<file path="config.mk">
export PLATFORM = sky130hd
export DESIGN_NAME = hb_rate_seq
export DESIGN_NICKNAME = d
export VERILOG_FILES = /design/src/rtl/hbrs_pkg.sv /design/src/rtl/hbrs_mode_decode.sv /design/src/rtl/hbrs_phase.sv /design/src/rtl/hbrs_strobe.sv /design/src/rtl/hb_rate_seq.sv
export SDC_FILE = /design/constraint.sdc
export NUM_CORES = 1
export LEC_CHECK = 0
export BUFFER_PORTS_ARGS = -buffer_cell sky130_fd_sc_hd__buf_4
export CORE_AREA = 5 5 42 44
export CTS_CLUSTER_DIAMETER = 60
export DETAILED_ROUTE_END_ITERATION = 7
export DIE_AREA = 0 0 47 49
export RECOVER_POWER = 50
export SYNTH_ARGS = -nofsm -noshare
export SYNTH_HDL_FRONTEND = slang
export SYNTH_SLANG_ARGS = --single-unit
</file>
<file path="constraint.sdc">
create_clock -name clk -period 1.4 [get_ports clk]
set_input_delay 0.14 -clock clk [delete_from_list [all_inputs] [get_ports clk]]
set_output_delay 0.14 -clock clk [all_outputs]
set_load 0.05 [all_outputs]
</file>
<file path="src/rtl/hbrs_pkg.sv">
// Shared types for the half-band rate-change sequencer.
// Assumes: nothing; pure type and constant definitions.
package hbrs_pkg;
    localparam int VAR_A = 0;   // three-mode variant
    localparam int VAR_B = 1;   // adds unity-gain interpolation

    typedef enum logic [1:0] {
        MODE_EQ     = 2'd0,
        MODE_DEC    = 2'd1,
        MODE_IHALF  = 2'd2,
        MODE_IUNITY = 2'd3
    } hb_mode_e;

    typedef enum logic [1:0] {
        GL_UNITY      = 2'd0,
        GL_HALF       = 2'd1,
        GL_HALF_LIM15 = 2'd2
    } gl_code_e;
endpackage

</file>
<file path="src/rtl/hbrs_mode_decode.sv">
// Decodes the two mode pins into an operating mode.
// Assumes: pins are stable around the sampling edge; VARIANT picks the table.
module hbrs_mode_decode
    import hbrs_pkg::*;
#(
    parameter int VARIANT = VAR_B
) (
    input  logic     dec_i,
    input  logic     int_i,
    output hb_mode_e mode_o
);
    // Pattern 00 is the only entry that differs between variants.
    hb_mode_e both_low_mode;

    generate
        if (VARIANT == VAR_B) begin : g_var_b
            assign both_low_mode = MODE_IUNITY;
        end else begin : g_var_a
            assign both_low_mode = MODE_EQ;
        end
    endgenerate

    // Pin pattern to mode lookup.
    always_comb begin
        unique case ({dec_i, int_i})
            2'b01:   mode_o = MODE_DEC;
            2'b10:   mode_o = MODE_IHALF;
            2'b00:   mode_o = both_low_mode;
            default: mode_o = MODE_EQ;
        endcase
    end
endmodule

</file>
<file path="src/rtl/hbrs_phase.sv">
// Holds the registered mode, the half-rate phase and the sync history.
// Assumes: mode_d is the decoded pin mode for the current clock.
// accept_o is high on clocks that accept (interpolate) or load (decimate).
module hbrs_phase
    import hbrs_pkg::*;
(
    input  logic     clk,
    input  logic     rst_n,
    input  hb_mode_e mode_d,
    input  logic     sync_i,
    output hb_mode_e mode_q,
    output logic     act_q,
    output logic     accept_o
);
    logic stuff_q;    // 1: this clock is the in-between phase
    logic sync_q;     // sync_i one clock ago
    logic align;

    // A falling sync marks an accept clock, except in equal-rate mode.
    assign align    = (mode_q != MODE_EQ) && sync_q && !sync_i;
    assign accept_o = align || !stuff_q;

    // Mode, phase and sync history registers.
    always_ff @(posedge clk) begin
        if (!rst_n) begin
            mode_q  <= MODE_EQ;
            stuff_q <= 1'b0;
            sync_q  <= 1'b0;
            act_q   <= 1'b0;
        end else begin
            act_q  <= 1'b1;
            sync_q <= sync_i;
            mode_q <= mode_d;
            if (mode_d != mode_q) begin
                stuff_q <= 1'b0;
            end else begin
                stuff_q <= accept_o;
            end
        end
    end
endmodule

</file>
<file path="src/rtl/hbrs_strobe.sv">
// Turns mode and phase into the datapath strobes and the gain/limit code.
// Assumes: act is low during reset and on the first clock after it.
module hbrs_strobe
    import hbrs_pkg::*;
#(
    parameter int VARIANT = VAR_B
) (
    input  hb_mode_e    mode_q,
    input  logic        act,
    input  logic        accept,
    output logic        adv_o,
    output logic        take_o,
    output logic        zero_o,
    output logic        oload_o,
    output logic [1:0]  gain_o
);
    localparam gl_code_e HALF_CODE = (VARIANT == VAR_B) ? GL_HALF_LIM15 : GL_HALF;

    logic interp;

    assign interp = (mode_q == MODE_IHALF) || (mode_q == MODE_IUNITY);

    // Per-clock strobes, gated off while inactive.
    always_comb begin
        adv_o   = act;
        take_o  = act && (interp ? accept : 1'b1);
        zero_o  = act && interp && !accept;
        oload_o = act && ((mode_q == MODE_DEC) ? accept : 1'b1);
    end

    // Gain and limit selection for the output stage.
    always_comb begin
        gain_o = (mode_q == MODE_IHALF) ? HALF_CODE : GL_UNITY;
    end
endmodule

</file>
<file path="src/rtl/hb_rate_seq.sv">
// Top of the half-band rate-change sequencer.
// Assumes: one master clock; the filter core and output stage use the strobes.
module hb_rate_seq
    import hbrs_pkg::*;
#(
    parameter int VARIANT = VAR_B
) (
    input  logic       clk,
    input  logic       rst_n,
    input  logic       dec_i,
    input  logic       int_i,
    input  logic       sync_i,
    output logic       adv_o,
    output logic       take_o,
    output logic       zero_o,
    output logic       oload_o,
    output logic [1:0] gain_o
);
    hb_mode_e mode_d;
    hb_mode_e mode_q;
    logic     act_q;
    logic     accept;

    hbrs_mode_decode #(.VARIANT(VARIANT)) u_dec (
        .dec_i  (dec_i),
        .int_i  (int_i),
        .mode_o (mode_d)
    );

    hbrs_phase u_phase (
        .clk      (clk),
        .rst_n    (rst_n),
        .mode_d   (mode_d),
        .sync_i   (sync_i),
        .mode_q   (mode_q),
        .act_q    (act_q),
        .accept_o (accept)
    );

    hbrs_strobe #(.VARIANT(VARIANT)) u_strobe (
        .mode_q  (mode_q),
        .act     (act_q),
        .accept  (accept),
        .adv_o   (adv_o),
        .take_o  (take_o),
        .zero_o  (zero_o),
        .oload_o (oload_o),
        .gain_o  (gain_o)
    );
endmodule

</file>
==> flow_summary.toml <==
[status]
status = "finished, final reports clean"

[sta]
fin_worst_skew_ps = 0.117
finalSetupViolations = 0
drv_slew = 0
timing.final.hold_violations = 0
fin_crit_ps = 1260
rsz0062_at_grt = "false"
max_freq_ghz = 0.794
finalCritPeriodShare_pct = 90.0

[critical_path]
cpPeakStageDelay_ps = 410
cp_num_buf_inv = 2
cp-end-kind = "output port"
crit_fanout = 5
crit_chain = "inv_1 > a41oi_2 > buf_4"
rr_endpoint = "u_phase.stuff_q"
slowest_stage = "dfxtp_1"
crit_start = "u_phase.mode_q[1]"
crit_arrival_ps = 1120
start_kind = "register"
cp_top_family = "flip-flops"
reg2reg_depth = 3
r2r_setup_slack_ps = 560
criticalPathCategory = "register to output port"
cp.required_ps = 1260
cp_num_cells = 3
r2r_start = "u_phase.mode_q[0]"

[synthesis]
synth_common_cells = "5 x dfxtp_1, 3 x nor2_1, 2 x inv_1, 2 x nor2b_1, 2 x xor2_1"
synth_compound_area_share_pct = 9.36
synth_top_area_cell = "dfxtp_1"
syn_avg_cell_area_sq_um = 9.30
yosysWarningCount = 0
synthTopCellsByArea = "dfxtp_1 47%, xor2_1 8.2%, nand2b_4 6.4%, nor2b_1 5.8%, nor2_1 5.3%"
yosysUniqueCellTypes = 14
ys_seq_area_share_pct = 46.8
synthFlopType = "dfxtp_1"
muxShareOfSynthArea_pct = 0
synth_top_family_by_area = "simple AND/OR/NAND/NOR gates"
synth-edff-count = 0
synth_adder_area_share_pct = 0
synth_area_sq_um = 214
async_flop_share_pct = 0
synth.net_count = 28
synth.top_cell.area_share_pct = 46.8
synthXorXnorAreaFrac_pct = 8.19
yosysMostFrequentCell = "dfxtp_1"
synth_cells = 23
synthSimpleGateAreaFrac_pct = 26.9
synth-seq-cells = 5

[routing]
drt_wl_total_microns = 461
ant_nets = 0
drtIter0Drc = 0
remaining_drc_errors = 0
via_count = 186
viasPerCell = 3.65
firstDrtPassIters = 1
wire_per_inst_microns = 9.04

[hold_path]
hold_path_depth = 2
holdPathEnd = "u_phase.mode_q[0]"
min_from = "dec_i"
hp-class = "primary input to register"

[power_and_ir_drop]
power.leakage_nw = 0.147
power.density_nw_per_um2 = 1200
vdd_drop_max_mv = 0.522

[floorplan]
initial_core_util_pct = 15.3
core.rowCount = 14
core_area_sq_um = 1400
dieWidth_microns = 47
ioPinCount = 11
die_y_microns = 49
die_area_sq_um = 2300

[placement]
io_buffers = 9
place_area_sq_um = 310
routabilityCongestion = 0.702

[final_layout]
area_growth_pct = 55.6
stdcell_area_sq_um = 333
nNetsFinal = 41
drive_above_1_share_pct = 42.9
diodes = 0
filler_cell_count = 166
final_core_util_pct = 23.8

[clock_network]
clock-sinks = 5
cts_max_level = 1
insertion_delay_ps = 240
clock_path_buffers = 2
cts_root_buffer = "clkbuf_4"
cts_hold_buf = 0
cts_buffers = 3
cts_tree = "done"
clk_pin_slew_ps = 40
ctsResizeCount = 0
post-cts-setup-buffers = 0

[global_route]
grt_pass1_vias = 198
antenna_found_initial = 0
overflow = 0
track_usage_pct = 5.85
grt_max_degree = 6
grt_pass1_wl_microns = 862

[job]
maxCapViolCount = 0
-- through the flow --
| stage | instances | total power, W | hold WS [ps] | TNS [ps] | setup slack, ps |
|---|---|---|---|---|---|
| detailed placement | 47 | 0.000237 | 281 | 0 | 382 |
| floorplan | 23 | 0.000213 | 168 | -172 | -88.4 |
| CTS | 51 | 0.000413 | 20.3 | 0 | 116 |
| finish | 51 | 0.000399 | 63.0 | 0 | 140 |
| global placement | 47 | 0.000236 | 273 | 0 | 401 |
| global route | 51 | 0.000433 | 50.9 | 0 | 48.8 |
-- registers in the layout, indices dropped and copies added, names as in the netlist --
register / count
u_phase.sync_q: 1
u_phase.act_q: 1
u_phase.mode_q: 2
u_phase.stuff_q: 1
-- power breakdown --
group / internal (W) / switching, W
registers: 0.000151 / 0.00000863
clock network: 0.000108 / 0.0000594
logic: 0.0000262 / 0.0000459
-- cell usage in the layout (no fill, tap or decap) --
master,count
and2_1,1
a31oi_2,1
nor2_1,2
nand3_1,1
conb_1,1
dfxtp_1,5
o21ai_0,1
clkbuf_4,3
nand2b_4,1
inv_1,2
xor2_1,2
nor2_2,1
nor2b_1,2
a41oi_2,1
clkbuf_1,2
and4_1,1
buf_4,8
-- final cells by class --
| type | count | area [sq um] | area share [%] |
|---|---|---|---|
| multi-input cells | 15 | 115 | 34.6 |
| flip-flops and latches | 5 | 100 | 30.1 |
| repair buffers | 9 | 63.8 | 19.2 |
| clock buffers | 4 | 26.3 | 7.89 |
| well taps | 16 | 20.0 | 6.02 |
| inverters | 2 | 7.51 | 2.26 |
-- logic make-up (layout without fill, tap and decap cells) --
family	Yosys count	count (layout)
buffers and inverters	3	15
DFF	5	5
AOI/OAI and AO/OA	3	3
other	1	1
and+or+nand+nor	9	9
xor gates and xnor gates	2	2
-- per-layer routing --
metal  routed length, microns  global-route usage, %  part of all wire, %  vias to the layer above
met1                      192                   5.73                   42                       79
met3                       73                   7.01                   16                        0
met4                        0                   4.15                    0                        0
met2                      194                   6.56                   42                       11
met5                        0                      0                    0                        -
li1                         -                      -                    -                       96
-- worst max-delay path by stage --
| stage | endpoint | slack, ps |
|---|---|---|
| global route | oload_o | 50 |
| floorplan | take_o | -90 |
| global placement | oload_o | 400 |
| finish | oload_o | 140 |
| detailed placement | oload_o | 380 |
| CTS | oload_o | 120 |
-- worst reg2reg max path, cell delays in order (launching register included) --
cell,delay (ps)
dfxtp_1,400
nor2_1,70
o21ai_0,130
and4_1,190
Note: power is estimated with default switching activity, not from simulation.
